**src/rtl/dma_rb_pkg.sv**
```systemverilog
package dma_rb_pkg;
  localparam int SRC_N  = 7;
  localparam int PTR_W  = $clog2(SRC_N + 1);
  localparam int DATA_W = 8;
  localparam int CNT_W  = 2 * DATA_W;

  localparam logic [DATA_W-1:0] RESET_DATA = 8'h38;

  // status byte bit positions
  localparam int ST_EN     = 0;
  localparam int ST_RDY    = 1;
  localparam int ST_ONE    = 3;
  localparam int ST_NOMTCH = 4;
  localparam int ST_NOEND  = 5;

  typedef enum logic [PTR_W-1:0] {
    SRC_STATUS = 3'd0,
    SRC_LEN_LO = 3'd1,
    SRC_LEN_HI = 3'd2,
    SRC_A_LO   = 3'd3,
    SRC_A_HI   = 3'd4,
    SRC_B_LO   = 3'd5,
    SRC_B_HI   = 3'd6
  } src_e;
endpackage

```
**src/rtl/dma_rb_pick.sv**
```systemverilog
module dma_rb_pick
  import dma_rb_pkg::*;
#(
  parameter int N  = SRC_N,
  parameter int IW = PTR_W
) (
  input  logic [N-1:0]  sel_mask,
  input  logic [IW-1:0] want,
  output logic [IW-1:0] pick_idx,
  output logic [IW-1:0] sel_count
);
  logic [IW-1:0] run;
  logic [IW-1:0] idx;

  // position of the want-th set bit, counting from bit 0
  always_comb begin
    run = '0;
    idx = '0;
    for (int i = 0; i < N; i++) begin
      if (sel_mask[i]) begin
        if (run == want) idx = IW'(i);
        run = run + IW'(1);
      end
    end
  end

  assign pick_idx  = idx;
  assign sel_count = run;
endmodule

```
**src/rtl/dma_rb_status.sv**
```systemverilog
module dma_rb_status
  import dma_rb_pkg::*;
(
  input  logic              ctl_en,
  input  logic [1:0]        xfer_mode,
  input  logic              rdy_now,
  input  logic              rdy_pol,
  input  logic              match_hit,
  input  logic              block_done,
  output logic [DATA_W-1:0] status_byte
);
  always_comb begin
    status_byte            = '0;
    status_byte[ST_EN]     = ctl_en;
    status_byte[ST_RDY]    = (xfer_mode != 2'd1) && (rdy_now != rdy_pol);
    status_byte[ST_ONE]    = 1'b1;
    status_byte[ST_NOMTCH] = ~match_hit;
    status_byte[ST_NOEND]  = ~block_done;
  end
endmodule

```
**src/rtl/dma_rb_srcmux.sv**
```systemverilog
module dma_rb_srcmux
  import dma_rb_pkg::*;
(
  input  logic [PTR_W-1:0]  src_idx,
  input  logic [DATA_W-1:0] status_byte,
  input  logic [CNT_W-1:0]  byte_cnt,
  input  logic [CNT_W-1:0]  addr_a,
  input  logic [CNT_W-1:0]  addr_b,
  output logic [DATA_W-1:0] src_data
);
  always_comb begin
    case (src_e'(src_idx))
      SRC_STATUS: src_data = status_byte;
      SRC_LEN_LO: src_data = byte_cnt[DATA_W-1:0];
      SRC_LEN_HI: src_data = byte_cnt[CNT_W-1:DATA_W];
      SRC_A_LO:   src_data = addr_a[DATA_W-1:0];
      SRC_A_HI:   src_data = addr_a[CNT_W-1:DATA_W];
      SRC_B_LO:   src_data = addr_b[DATA_W-1:0];
      SRC_B_HI:   src_data = addr_b[CNT_W-1:DATA_W];
      default:    src_data = '0;
    endcase
  end
endmodule

```
**src/rtl/dma_readback_seq.sv**
```systemverilog
module dma_readback_seq
  import dma_rb_pkg::*;
(
  input  logic              clk,
  input  logic              rst_n,
  input  logic              rd_stb,
  input  logic              mask_ld,
  input  logic [SRC_N-1:0]  mask_in,
  input  logic              seq_restart,
  input  logic              status_only,
  input  logic              ctl_en,
  input  logic [1:0]        xfer_mode,
  input  logic              rdy_now,
  input  logic              rdy_pol,
  input  logic              match_hit,
  input  logic              block_done,
  input  logic [CNT_W-1:0]  byte_cnt,
  input  logic [CNT_W-1:0]  addr_a,
  input  logic [CNT_W-1:0]  addr_b,
  output logic [DATA_W-1:0] rd_data
);
  // reset: asserted asynchronously, released on the clock
  logic [1:0] rst_sync;
  logic       rst_int_n;

  always_ff @(posedge clk or negedge rst_n) begin
    if (!rst_n) rst_sync <= 2'b00;
    else        rst_sync <= {rst_sync[0], 1'b1};
  end
  assign rst_int_n = rst_sync[1];

  logic [SRC_N-1:0]  mask_q, mask_d;
  logic [PTR_W-1:0]  ptr_q, ptr_d;
  logic [DATA_W-1:0] data_q, data_d;
  logic              mask_en, ptr_en, data_en;

  logic [PTR_W-1:0]  ptr_eff;
  logic [PTR_W-1:0]  pick_idx;
  logic [PTR_W-1:0]  sel_count;
  logic [DATA_W-1:0] status_byte;
  logic [DATA_W-1:0] src_data;
  logic              rebuild;

  dma_rb_status u_status (
    .ctl_en      (ctl_en),
    .xfer_mode   (xfer_mode),
    .rdy_now     (rdy_now),
    .rdy_pol     (rdy_pol),
    .match_hit   (match_hit),
    .block_done  (block_done),
    .status_byte (status_byte)
  );

  dma_rb_pick #(.N(SRC_N), .IW(PTR_W)) u_pick (
    .sel_mask  (mask_q),
    .want      (ptr_eff),
    .pick_idx  (pick_idx),
    .sel_count (sel_count)
  );

  dma_rb_srcmux u_mux (
    .src_idx     (pick_idx),
    .status_byte (status_byte),
    .byte_cnt    (byte_cnt),
    .addr_a      (addr_a),
    .addr_b      (addr_b),
    .src_data    (src_data)
  );

  assign rebuild = status_only | mask_ld | seq_restart;
  assign ptr_eff = (ptr_q >= sel_count) ? '0 : ptr_q;

  // next state
  always_comb begin
    mask_en = status_only | mask_ld;
    mask_d  = status_only ? SRC_N'(1) : mask_in;

    data_en = rd_stb;
    data_d  = (sel_count == '0) ? status_byte : src_data;

    ptr_en  = rebuild | (rd_stb && (sel_count != '0));
    ptr_d   = rebuild ? '0 : ptr_eff + PTR_W'(1);
  end

  // registers
  always_ff @(posedge clk or negedge rst_int_n) begin
    if (!rst_int_n) begin
      mask_q <= '0;
      ptr_q  <= '0;
      data_q <= RESET_DATA;
    end else begin
      if (mask_en) mask_q <= mask_d;
      if (ptr_en)  ptr_q  <= ptr_d;
      if (data_en) data_q <= data_d;
    end
  end

  assign rd_data = data_q;
endmodule

```
**config.mk**
```make
export PLATFORM = sky130hd
export DESIGN_NAME = dma_readback_seq
export DESIGN_NICKNAME = d
export VERILOG_FILES = /design/src/rtl/dma_rb_pkg.sv /design/src/rtl/dma_rb_pick.sv /design/src/rtl/dma_rb_status.sv /design/src/rtl/dma_rb_srcmux.sv /design/src/rtl/dma_readback_seq.sv
export SDC_FILE = /design/constraint.sdc
export NUM_CORES = 1
export LEC_CHECK = 0
export ABC_AREA = 1
export BUFFER_PORTS_ARGS = -buffer_cell sky130_fd_sc_hd__clkbuf_2
export CAP_MARGIN = 5
export CELL_PAD_IN_SITES_DETAIL_PLACEMENT = 2
export CELL_PAD_IN_SITES_GLOBAL_PLACEMENT = 2
export CORE_MARGIN = 1.5
export CORE_UTILIZATION = 23
export CTS_CLUSTER_DIAMETER = 100
export DETAILED_ROUTE_END_ITERATION = 7
export PLACE_DENSITY_LB_ADDON = 0.1
export SLEW_MARGIN = 20
export SYNTH_ARGS = -nofsm -noshare
export SYNTH_HDL_FRONTEND = slang
export SYNTH_SLANG_ARGS = --single-unit
```
**constraint.sdc**
```tcl
create_clock -name clk -period 0.8 [get_ports clk]
set_input_delay 0.08 -clock clk [delete_from_list [all_inputs] [get_ports clk]]
set_output_delay 0.08 -clock clk [all_outputs]
set_load 0.1 [all_outputs]
```
# Word level (Yosys, flattened, before mapping)
# Cells that the tools add are included.
# totals
register_bits	20
in_bits	68
word_cells	60
# op_classes
add_sub_neg	7
n_lt_le_gt_ge	1
eq_ne	14
mux	24
n_bitwise	5
reduce_logical	5
# ops
cell	n
2-to-1 mux 3 bit	19
case mux 8 bit (7 select lines)	1
adder 3 x 1 -> 3 bit (second input constant)	6
equality test 3 bit	5
equality test 3 bit (second input constant)	3
2-to-1 mux 8 bit	1
2-to-1 mux 7 bit	1
equality test 3 x 2 -> 1 bit (second input constant)	2
logical NOT 3 bit	2
equality test 1 x 3 -> 1 bit	1
equality test 3 x 1 -> 1 bit (second input constant)	1
>= comparator 3 bit	1
bitwise OR 1 bit	3
nonzero test 3 bit	1
adder 1 x 1 -> 2 bit (second input constant)	1
logical AND 1 bit	2
2-to-1 mux 1 bit	2
!= test 2 x 1 -> 1 bit (second input constant)	1
inverter 1 bit	2
!= test 1 bit	1

# Depth between registers and ports, before layout
# Gate-level depths: netlist of the first run.
# logic_depth
ltp_word	31
depth_mapped	40
ltp_nobuf	40

# By module
# Synthesis of the first run repeated with hierarchy kept, for this count alone.
# unflattened
hier_cells	400
hier_area_um2	2507.4
# by_module_without_submodules
module	instances	cells_each	area_per_inst_um2	seq_area_each_um2
dma_readback_seq	1	105	949.7	504.2
dma_rb_pick	1	150	840.8	0.0
dma_rb_srcmux	1	130	639.4	0.0
dma_rb_status	1	15	77.6	0.0

# Least setup slack after synthesis of the first run
# Ideal clock, no wire load.
# synth_timing
path_type	register to register
from	reg mask_q[0]
to	reg data_q[1], in the netlist rd_data[1]
setup_time_ns	0.068
t_arrival_ns	4.379
required_ns	0.732
slack_ns	-3.647
stages_incl_launch_ff	39
path_buffers	0
cell_sequence	dfrtp_1 -> inv_1 -> ha_1 -> nand2_2 -> inv_2 -> nor2_4 -> nand2_1 -> nand3_1 -> nand2_1 -> ha_1 -> nand2_1 -> nand3_1 -> nand3_1 -> nand2_1 -> ha_1 -> nand2_1 -> xor2_1 -> xnor2_1 -> [... 3 more ...] -> nand2_1 -> nor2_4 -> nand3_2 -> inv_2 -> nand2_1 -> a21oi_1 -> nand2_1 -> nand2_1 -> inv_2 -> nor2_4 -> nand2_2 -> nor2_4 -> nand2_1 -> nand2_1 -> nor2_1 -> nand2_1 -> nand2_1 -> nand2_1
# synth_via
elab_chain_cells	31
elab_cells_between_ends	43
cone_classes	add/sub: 6; order compare: 1; eq/ne: 12; mux: 22; reduce/logical: 2
# synth_rtl
element	line_no	text
start: declaration	dma_readback_seq.sv:32	logic [SRC_N-1:0] mask_q, mask_d;
start signal: assignment	dma_readback_seq.sv:92	if (mask_en) mask_q <= mask_d;
2-to-1 mux 1 bit (*)	dma_rb_pick.sv:20	if (sel_mask[i]) begin
adder 1 x 1 -> 2 bit	dma_rb_pick.sv:22	run = run + IW'(1);
2-to-1 mux 3 bit	dma_rb_pick.sv:20	
adder 3 x 1 -> 3 bit	dma_rb_pick.sv:22	
2-to-1 mux 3 bit	dma_rb_pick.sv:20	
adder 3 x 1 -> 3 bit	dma_rb_pick.sv:22	
2-to-1 mux 3 bit	dma_rb_pick.sv:20	
adder 3 x 1 -> 3 bit	dma_rb_pick.sv:22	
[... 15 more ...]	-	
2-to-1 mux 3 bit	dma_rb_pick.sv:20	
2-to-1 mux 3 bit	dma_rb_pick.sv:21	if (run == want) idx = IW'(i);
2-to-1 mux 3 bit	dma_rb_pick.sv:20	
2-to-1 mux 3 bit	dma_rb_pick.sv:21	
2-to-1 mux 3 bit	dma_rb_pick.sv:20	
equality test 3 bit, or another cell as far along	dma_rb_srcmux.sv:12	case (src_e'(src_idx))
case mux 8 bit (7 select lines)	dma_rb_srcmux.sv:12	
2-to-1 mux 8 bit (*)	dma_readback_seq.sv:79	data_d = (sel_count == '0) ? status_byte : src_data;
end signal: assignment	dma_readback_seq.sv:94	if (data_en) data_q <= data_d;
end: declaration	dma_readback_seq.sv:34	logic [DATA_W-1:0] data_q, data_d;
# Every way passes the cells marked *; elsewhere a longest branch is shown, timed or not.
# A chain may end at the register's enable or synchronous reset.

# Worst setup path in the final report of the first run
# layout_timing
from	reg mask_q[0]
to	reg data_q[5], in the netlist rd_data[5]
# Same word-level chain as after synthesis.

==> results of run 1 <==
==> per-stage QoR <==
stage | instances | setup TNS [ns] | utilization, %
after floorplan | 367 | -35.85 | -
after global routing | 704 | -50.13 | 46.3
final | 704 | -47.56 | 46.3
after global placement | 661 | -41.94 | 38.3
after detailed placement | 661 | -44.80 | 38.3
after CTS | 687 | -44.09 | 43.0
==> worst min-delay path, stage by stage <==
cell      delay, ns
clkbuf_2       0.08
nand2_1        0.05
o21ai_2        0.05
==> flip-flops by register name, summed over array words and instances (netlist names) <==
name and count:
ptr_q 3, rst_sync 2, rd_data 8, mask_q 7
==> cell families after synthesis <==
group           count (synthesis)
compound gates                 30
xor+xnor                        7
fa+ha+maj                      11
buf+inv                        46
flops                          20
other cells                     1
simple gates                  252
==> how the worst min path moves through the flow <==
stage | cells after the start | endpoint | slack, ns
2_1_floorplan | 0 | rst_sync[0]$_DFF_PN0_ | -0.22
3_3_place_gp | 1 | rst_sync[0]$_DFF_PN0_ | -0.13
3_5_place_dp | 1 | rst_sync[0]$_DFF_PN0_ | -0.13
4_1_cts | 3 | mask_q[6]$_DFFE_PN0P_ | 0.02
5_1_grt | 3 | mask_q[2]$_DFFE_PN0P_ | 0.03
6_report | 3 | mask_q[2]$_DFFE_PN0P_ | 0.02
==> power breakdown <==
group / total [mW] / switching, mW / internal (mW)
clock network: 1.05 / 0.380 / 0.669
registers: 1.38 / 0.162 / 1.22
logic: 5.05 / 2.98 / 2.07
==> metal layers <==
layer	wire length (µm)	vias up	GRT usage, %
li1	-	1601	-
met1	6580	1705	31.3
met2	8250	79	43.6
met3	431	29	0.814
met4	360	0	3.90
met5	0	-	0
==> final cells by class <==
cell class | count | area share, %
Inverter | 39 | 3.74
Multi-Input combinational cell | 302 | 44.8
Timing Repair Buffer | 206 | 34.5
Tap cell | 133 | 3.71
Clock buffer | 3 | 0.922
Clock inverter | 1 | 0.670
Sequential cell | 20 | 11.7
==> layout by cell type (no fill, tap or decap), types with 2 or more instances in the layout <==
| master | n |
|---|---|
| buf_12 | 9 |
| nor2_2 | 5 |
| o21ai_1 | 5 |
| o21ai_0 | 3 |
| nand2_4 | 12 |
| nand3_4 | 6 |
| nand4_1 | 18 |
| a21oi_2 | 3 |
| buf_4 | 115 |
| clkbuf_2 | 67 |
| nand3_2 | 14 |
| xor2_1 | 3 |
| dfstp_4 | 3 |
| o21ai_2 | 9 |
| dfrtp_1 | 11 |
| a21oi_1 | 6 |
| ha_1 | 3 |
| buf_6 | 14 |
| inv_1 | 21 |
| a31oi_1 | 3 |
| ha_4 | 7 |
| nor2_4 | 8 |
| nand2_1 | 103 |
| dfrtp_2 | 6 |
| clkbuf_8 | 3 |
| nand2_2 | 32 |
| inv_4 | 5 |
| nand3_1 | 31 |
| xor2_2 | 2 |
| nor2_1 | 19 |
| inv_2 | 10 |
==> timing repair <==
action                                  in CTS  in global routing
resized for setup                           62                 50
pin swaps                                   19                 35
endpoints found under the setup margin      26                 26
buffers inserted                            20                 18
hold buffers                                 1                  0
gates cloned                                 1                  0
hold endpoints to repair                     2                  0
==> results.md, run 1 <==
* Reg-to-reg slack, setup at -4.37 ns
* Chip Height at slightly above 100 µm
* Reg2reg start: mask_q[0]$_DFFE_PN0P_
* Routed via count at about 3400
* Maximum capacitance violations at 0
* Grt ovf at 0
* Final Max Tran Viols at 0
* VDD IR max at 1.42 mV
* Pleak at around 2.3 nW
* Crit path DAT at ~5.4 ns
* Max frequency at approximately 190 MHz
* Count leader, synth: nand2_1
* Clock latency on the worst-skew pair at approximately 0.26 ns
* Asr flop ratio synth at 100%
* Final routed DRC violation total at 0
* Synthesized area per cell at 6.23 µm²
* Area leader, netlist: nand2_1
* Seq cells post-synth at 20
* Layout cells sized above 1 at around three fifths
* Register area at 523 µm²
* Area of the core at a little under 10000 µm²
* Top cells by count, synth: 132 x nand2_1, 42 x nand3_1, 28 x inv_1, 25 x nor2_1, 18 x nand4_1
* Critical path's top delay family: simple AND/OR/NAND/NOR gates
* Htree depth at 1
* Routed wire length at 15.6 mm
* P&R area growth vs syn at 96.0%
* Power consumption at about 7.5 mW
* Setup slack after layout at -4.37 ns
* Die width at a little over 100 µm
* DPL Wire Length at 9.05 mm
* Setup CP Type: register to register
* Post-Syn Instances at roughly 370
* Critical Path End Type: register
* Row count at 36
* Crit Path Max Fanout at 5
* Synthesized Nets at between 400 and 500
* Instance count on the critical path at 37
* Placer Congestion at ~0.84
* Fillers at roughly 1100
* Initial antenna violation count at 0
* Initial Utilization at roughly a quarter
* Top FF cell, synth: dfrtp_1
* Worst hold-check path type: primary input to register
* Critical path endpoint: rd_data[5]$_DFFE_PN1P_
* XOR/XNOR share of the synthesized area at 2.68%
* Seq/Total Area, Yosys at between 20% and 30%
* Initial DRC count at 85
* Placement Setup Slack at -4.30 ns
* Period utilization at 646%
* Via count of the first global-routing pass at around 3600
* Multiplexer share of the synthesized area at 0%
* Multi-input logic area at roughly 2000 µm²
* Synthesis warning total at 0
* CP Launch Point: mask_q[0]$_DFFE_PN0P_
* Avg WL per Cell at roughly 22 µm
* Root buf cell: clkbuf_8
* Yosys top cell area share at 21.7%
* Status: finished with violations
* Finish-stage setup viols at 26
* Gr usage total at a little under a quarter
* TritonCTS clock tree: done
* Failing checks: setup timing
* Post-route cell area at 4480 µm²
* Clk slew on worst S/H paths at ~0.080 ns
* Worst hold start: mask_in[2]
* Largest family of logic cells by synthesized area: simple AND/OR/NAND/NOR gates
* Hold Violations, Final at 0
* Dpl cell area at 3710 µm²
* Post-layout net count at between 600 and 700
* Fin Hold WS at around 0.02 ns
* Input/output buffers at between 70 and 80
* PwrDens at ~1700 nW/µm²
* CTS Sinks at 20
* Drt pass-1 iters at 4
* Die area at between 10000 and 15000 µm²
* Clk buf depth at 2
* Global-route wire length before repair at around 19 mm
* Synth cell types at 29
* WP buf/inv at 5
* Antenna diodes at 0
* Cell mode on critical path: nand2_2
* Skew final at 0.00174 ns
* IO Pins at 76
* Share of synthesized cell area in full adder, half adder and majority cells at 6.02%
* Synth area leaders: nand2_1 22%, dfrtp_1 19%, nand3_1 9.2%
* Slowest CP cell: dfrtp_1
* Complex-gate fraction of the synthesized area at about 6.9%
* Min cycle time layout at approximately 5.2 ns
* Crit path largest cell delay at about 0.43 ns
* Unrepaired setup endpoints after global routing: yes
* R2R Path End: rd_data[5]$_DFFE_PN1P_
* Largest net degree at the start of global routing at 13
* Simple-gate share of the synthesized area at around 53%
* Worst r2r path cells at 37
* CP Launch Type: register
* Crit path required time at 1.01 ns
* Post-Syn Area at ~2300 µm²
* Antenna Nets Post-Route at 0
* EDFF count, synth at 0
* Via/cell ratio at between 4 and 5
* Cts bufs inserted at 3
(Power assumes the default switching activity.)
==> run 2, diff against run 1 <==
- TNS_END_PERCENT: unset -> 30
==> run 2 against run 1 <==
  * The flow still finishes with violations (setup timing)
  * Global-route usage rose by 0.66 points
  * Non-clock buffer count down 12
  * Die area did not move
  * Critical endpoint is now rd_data[6]$_DFFE_PN0P_
  * Highest routed layer unchanged
==> results.md, run 2 (synthesis results as in run 1) <==
* Die area at 10500 µm² (unchanged)
* Skew final at 0.00589 ns (+0.00415 ns)
* Placed Cells at 659 (-0.30%)
* Slowest CP cell: dfrtp_1
* Worst hold-check path type: primary input to register
* Drt pass-1 iters at 4 (unchanged)
* Period utilization at 647% (+0.89 points)
* Unrepaired setup endpoints after global routing: yes
* Clk buf depth at 2 (unchanged)
* Crit path largest cell delay at 0.43 ns (about the same)
* Finish-stage setup viols at 25 (-3.8%)
* Via/cell ratio at 4.97 (+2.5%)
* Crit path required time at 0.95 ns (-0.06 ns)
* Initial antenna violation count at 0 (unchanged)
* Maximum capacitance violations at 0 (unchanged)
* Internal power at 3.83 mW (-3.2%)
* Setup CP Type: register to register
* Final routed DRC violation total at 0 (unchanged)
* VDD IR max at 1.91 mV (+34%)
* Power consumption at 7.27 mW (-2.8%)
* Register area at 509 µm² (-2.6%)
* Comb pwr share at 66.8% (-0.8 points)
* Via count of the first global-routing pass at 3618 (+0.083%)
* CTS Sinks at 20 (unchanged)
* Worst r2r path cells at 35 (-5.4%)
* Root buf cell: clkbuf_8
* Crit Path Max Fanout at 8 (+3)
* Finished Layout Cells at 693 (-1.6%)
* Largest net degree at the start of global routing at 13 (unchanged)
* Reg-to-reg slack, setup at -4.38 ns (about the same)
* Cell mode on critical path: nand2_1
* Status: finished with violations
* DPL Wire Length at 9.18 mm (+1.4%)
* Initial Utilization at 23.6% (unchanged)
* Worst hold start: mask_in[2]
* Htree depth at 1 (unchanged)
* TritonCTS clock tree: done
* IO Pins at 76 (unchanged)
* CP Launch Type: register
* Clock share of power at 14.4% (+0.4 points)
* Grt ovf at 0 (unchanged)
* Leading cell type in the layout, fill and taps excluded: buf_4
* Sequential share of power at 18.8% (+0.4 points)
* Placer Congestion at 0.863 (+2.2%)
* Hold Violations, Final at 0 (unchanged)
* Most frequent cells in the layout: 103 x buf_4, 100 x nand2_1, 67 x clkbuf_2, 35 x nand2_2, 29 x nand3_1
* Min cycle time layout at 5.18 ns (+0.00713 ns)
* Hold EP: mask_q[2]$_DFFE_PN0P_
* Input/output buffers at 75 (unchanged)
* Multi-input logic area at 2100 µm² (+4.9%)
* Critical Path End Type: register
* Max frequency at 193 MHz (-0.14%)
* Failing checks: setup timing
* Row count at 36 (unchanged)
* Fillers at 1137 (+2.1%)
* Hold Crit Depth at 3 (unchanged)
* Clk slew on worst S/H paths at 0.08 ns (about the same)
* Gr usage total at 24.4% (+0.66 points)
* Placement Setup Slack at -4.18 ns (+0.120 ns)
* Fin Hold WS at 0.0317 ns (+0.0117 ns)
* Global-route wire length before repair at 19.5 mm (+2.1%)
* Routed via count at 3445 (+0.91%)
* Post-layout net count at 639 (-1.8%)
* Cts bufs inserted at 3 (unchanged)
* Avg WL per Cell at 21.6 µm (-2.8%)
* Chip Height at 103 µm (unchanged)
* Pleak at 2.28 nW (-2.3%)
* Reg2reg start: mask_q[0]$_DFFE_PN0P_
* Die width at 103 µm (unchanged)
* Crit path DAT at 5.32 ns (-0.06 ns)
* Switching part of the total at 47.4% (+0.21 points)
* Final Max Tran Viols at 0 (unchanged)
* PwrDens at 1620 nW/µm² (-3.2%)
* Max FFs per register at 8 (unchanged)
* P_sw at 3.44 mW (-2.4%)
* Clock latency on the worst-skew pair at 0.27 ns (about the same)
* R2R Path End: rd_data[6]$_DFFE_PN0P_
* Initial DRC count at 110 (+29%)
* Routed wire length at 15.0 mm (-4.3%)
* Area of the core at 9680 µm² (unchanged)
* Antenna Nets Post-Route at 0 (unchanged)
* P&R area growth vs syn at 96.9%
* Final core occ at 46.5% (+0.21 points)
* Layout cells sized above 1 at 60.3% (+1.1 points)
* Setup slack after layout at -4.38 ns (-0.00713 ns)
## run 2: cell type report
type / instances / area share, %
flip-flops and latches: 20 / 11.3
inverters: 39 / 3.67
clock inverters: 1 / 0.667
diodes: 1 / 0.0556
well taps: 133 / 3.70
clock buffers: 3 / 0.917
repair buffers: 194 / 32.9
multi-input cells: 302 / 46.7
## run 2: how the worst max path moves through the flow
stage | from | endpoint | slack (ns) | cells after the start
floorplan | mask_q[0]$_DFFE_PN0P_ | rd_data[1]$_DFFE_PN0P_ | -3.43 | 39
global placement | mask_q[0]$_DFFE_PN0P_ | rd_data[4]$_DFFE_PN1P_ | -4.00 | 39
detailed placement | mask_q[0]$_DFFE_PN0P_ | rd_data[4]$_DFFE_PN1P_ | -4.18 | 37
CTS | mask_q[0]$_DFFE_PN0P_ | rd_data[0]$_DFFE_PN0P_ | -4.03 | 37
global route | mask_q[1]$_DFFE_PN0P_ | rd_data[3]$_DFFE_PN1P_ | -4.58 | 39
finish | mask_q[0]$_DFFE_PN0P_ | rd_data[6]$_DFFE_PN0P_ | -4.38 | 35
## run 2: power groups by stage
stage / Clock (mW) / Sequential (mW) / Combinational [mW]
2_1_floorplan: 0 / 2.05 / 1.40
4_1_cts: 1.07 / 1.34 / 4.14
5_1_grt: 1.09 / 1.37 / 5.10
6_report: 1.05 / 1.37 / 4.85
3_3_place_gp: 0 / 1.35 / 3.70
3_5_place_dp: 0 / 1.35 / 3.80
## run 2: stage by stage
stage / cell area, µm² / setup TNS [ns]
final: 4500 / -47.93
after global routing: 4500 / -50.54
after CTS: 4130 / -44.08
after detailed placement: 3700 / -43.88
after global placement: 3700 / -41.61
after floorplan: 2380 / -36.76
## run 2: worst max-delay path: cells and delay by family (launching register included)
family                   cells  cell delay (ns)
AND/OR/NAND/NOR             22             2.28
adder cells (fa/ha/maj)      4             0.91
buffers and inverters        5             0.70
flip-flops                   1             0.43
XOR/XNOR                     2             0.37
AO/OA/AOI/OAI                2             0.32
## run 2: per-layer routing
metal	share of wire [%]	routed length (µm)	up-vias	GRT usage, %
met1	44	6530	1759	31.9
met3	2.7	399	16	2.10
met2	52	7750	83	43.6
met5	0	0	-	0
met4	1.8	271	0	5.06
li1	-	-	1587	-
## run 2: what timing repair did
item / 4_1_cts / 5_1_grt
gates cloned: 0 / 1
hold buffers: 1 / 0
setup endpoints to repair: 26 / 26
endpoints found under the hold margin: 2 / 0
resized for setup: 63 / 65
setup buffers: 17 / 10
pin swaps: 41 / 56
==> run 3, diff against run 2 <==
- ABC_AREA: 1 -> 0
- CORE_UTILIZATION: 23 -> 26
==> run 3 against run 2 <==
  * The run still ends with setup timing left
  * Die area is 12% lower
  * Area after synthesis down 0.60%
  * Worst setup slack worse by 0.65 ns
  * Total power increased by 6.1%
  * Utilization rose by 4.0 points
  * Combinational power is 8.2% higher
  * Sequential share of layout area up 0.75 points
  * Largest cell class unchanged
  * Largest power group unchanged
==> results.md, run 3 <==
* Crit path required time at 1.00 ns (+0.05 ns)
* P&R area growth vs syn at 85.4%
* Failing checks: setup timing
* Hold Violations, Final at 0 (unchanged)
* Via count of the first global-routing pass at 3207 (-11%)
* Routed wire length at 13.9 mm (-6.8%)
* Initial antenna violation count at 0 (unchanged)
* Die area at 9310 µm² (-12%)
* EDFF count, synth at 0 (unchanged)
* Maximum capacitance violations at 0 (unchanged)
* IO Pins at 76 (unchanged)
* Unrepaired setup endpoints after global routing: yes
* Top cells by count, synth: 23 x nand2_1, 17 x a21oi_1, 17 x dfrtp_1, 17 x nor2_1
* Largest net degree at the start of global routing at 19 (+6)
* Via/cell ratio at 5.31 (+6.7%)
* Initial Utilization at 27.2% (+3.6 points)
* Root buf cell: clkbuf_8
* Row count at 33 (-8.3%)
* Area of the core at 8340 µm² (-14%)
* Worst hold-check path type: primary input to register
* Post-Syn Instances at 277 (-25%)
* CTS Sinks at 20 (unchanged)
* Die width at 96.5 µm (-6.0%)
* Power consumption at 7.71 mW (+6.1%)
* Avg WL per Cell at 24.8 µm (+15%)
* Routed met2 length at 7.08 mm (-8.7%)
* Yosys top cell area share at 18.7% (-3.0 points)
* Routed via count at 2982 (-13%)
* Clk slew on worst S/H paths at 0.10 ns (+0.02 ns)
* Synth cell types at 69 (+140%)
* Leading cell type in the layout, fill and taps excluded: buf_4
* Clock latency on the worst-skew pair at 0.27 ns (about the same)
* Grt ovf at 0 (unchanged)
* Seq cells post-synth at 20 (unchanged)
* Met3 WL at 551 µm (+38%)
* Gr usage total at 25.4% (+1.0 points)
* Min cycle time layout at 5.83 ns (+0.655 ns)
* Count leader, synth: nand2_1
* Chip Height at 96.5 µm (-6.0%)
* Antenna diodes at 0 (-1)
* Finish-stage setup viols at 26 (+4.0%)
* Drt pass-1 iters at 4 (unchanged)
* Seq/Total Area, Yosys at 22.2% (+0.13 points)
* Synthesized Nets at 356 (-20%)
* Placer Congestion at 0.798 (-7.5%)
* Multi-input logic area at 1960 µm² (-6.9%)
* Cts bufs inserted at 3 (unchanged)
* Placed Cells at 536 (-19%)
* Setup slack after layout at -5.03 ns (-0.655 ns)
* Slowest CP cell: or4_4
* Fillers at 903 (-21%)
* Setup TNS at -54.98 ns (-7.05 ns)
* Register area at 508 µm² (-0.25%)
* Input/output buffers at 75 (unchanged)
* Post-layout net count at 537 (-16%)
* PwrDens at 1830 nW/µm² (+13%)
* Layout cells sized above 1 at 59.1% (-1.2 points)
* Synthesized area per cell at 8.20 µm² (+32%)
* Top FF cell, synth: dfrtp_1
* Setup CP Type: register to register
* Met1 Wirelength at 6.00 mm (-8.0%)
* DPL Wire Length at 8.88 mm (-3.2%)
* Fin Hold WS at 0.0677 ns (+0.0360 ns)
* Critical Path End Type: register
* Skew final at 0.00900 ns (+0.00312 ns)
* Period utilization at 729% (+82 points)
* Max frequency at 172 MHz (-11%)
* VDD IR max at 1.45 mV (-24%)
* Synth area leaders: dfrtp_1 19%, ha_1 6.1%, xnor2_1 5.4%
* Post-Syn Area at 2270 µm² (-0.60%)
* Placement Setup Slack at -5.14 ns (-0.960 ns)
* Most frequent cells in the layout: 97 x buf_4, 67 x clkbuf_2, 21 x nand2_1, 19 x buf_6, 15 x nor2_1
* Synthesis warning total at 0 (unchanged)
* TritonCTS clock tree: done
* Area leader, netlist: dfrtp_1
* Final routed DRC violation total at 0 (unchanged)
* Clk buf depth at 2 (unchanged)
* CP Launch Type: register
* Antenna Nets Post-Route at 0 (unchanged)
* Htree depth at 1 (unchanged)
* Global-route wire length before repair at 17.6 mm (-9.9%)
* Initial DRC count at 130 (+18%)
* Max FFs per register at 8 (unchanged)
* Crit path DAT at 6.03 ns (+0.71 ns)
* Pleak at 1.96 nW (-14%)
* Crit path largest cell delay at 0.48 ns (+0.05 ns)
* Finished Layout Cells at 562 (-19%)
* Max Used Layer: met4
* Final Max Tran Viols at 0 (unchanged)
* Asr flop ratio synth at 100% (unchanged)
* Crit Path Max Fanout at 6 (-2)
* Status: finished with violations
## run 3: cell count changes after synthesis, sizes merged, moves of 8 or more
cell    change
a21oi       +8
clkbuf     +10
inv        -19
mux2i       +9
nand2     -125
nand3      -46
nand4      -17
nor2       -16
nor3       +10
o211ai      +9
o21ai      -10
xnor2      +13
## run 3: final timing paths
path / slack [ns] / start / to / depth (start not counted)
worst min register to register: 0.21 / rst_sync[1]$_DFF_PN0_ / ptr_q[1]$_DFFE_PN0P_ / 1
worst min-delay path: 0.07 / mask_in[0] / mask_q[0]$_DFFE_PN0P_ / 3
worst max register to register: -5.03 / mask_q[1]$_DFFE_PN0P_ / rd_data[5]$_DFFE_PN1P_ / 29
worst max-delay path: -5.03 / mask_q[1]$_DFFE_PN0P_ / rd_data[5]$_DFFE_PN1P_ / 29
max in group asynchronous: 0.37 / rst_sync[1]$_DFF_PN0_ / rd_data[5]$_DFFE_PN1P_ / 1
min in group asynchronous: 0.12 / rst_n / rst_sync[1]$_DFF_PN0_ / 2
## run 3: area by class of cell
type / instances / area share (%)
clock inverters: 1 / 0.713
repair buffers: 193 / 34.8
multi-input cells: 220 / 46.5
inverters: 20 / 1.78
flip-flops and latches: 20 / 12.1
well taps: 105 / 3.12
clock buffers: 3 / 0.980
## run 3: logic make-up (layout without fill, tap and decap cells)
family | count (synthesis) | in the layout | synth area share [%]
fa+ha+maj | 11 | 11 | 6.06
mux | 10 | 10 | 4.46
buf+inv | 38 | 217 | 7.32
other cells | 1 | 1 | 0.165
flops | 20 | 20 | 22.2
simple gates | 95 | 96 | 21.9
compound gates | 81 | 81 | 28.4
xor+xnor | 21 | 21 | 9.58
## run 3: power by group
part	switching (mW)	internal (mW)	leakage, nW
Sequential	0.168	1.20	0.245
Clock	0.429	0.669	0.0357
Combinational	2.88	2.37	1.68
## run 3: routing by layer
metal	global-route usage [%]	up-vias
met5	0	-
met2	44.6	74
met4	4.95	0
met1	34.1	1501
met3	1.72	23
li1	-	1384
## run 3: repair_timing
action,in CTS,in global routing
hold buffers,1,0
endpoints found under the hold margin,2,0
endpoints found under the setup margin,26,26
pin swaps,14,20
gates resized for setup,40,40
cloned,1,0
setup buffers,8,13
## run 3: per-stage QoR
| step | utilization, % | area (µm²) |
|---|---|---|
| floorplan | - | 2320 |
| global placement | 43.1 | 3600 |
| detailed placement | 43.1 | 3600 |
| CTS | 46.9 | 3910 |
| global route | 50.5 | 4210 |
| finish | 50.5 | 4210 |
## run 3: worst max-delay path: cells and delay by family (launching register included)
family | cells | cell delay (ns)
AO/OA/AOI/OAI | 10 | 1.75
XOR/XNOR | 2 | 0.42
adder cells (fa/ha/maj) | 4 | 0.88
buffers and inverters | 6 | 0.79
flip-flops | 1 | 0.42
AND/OR/NAND/NOR | 7 | 1.47
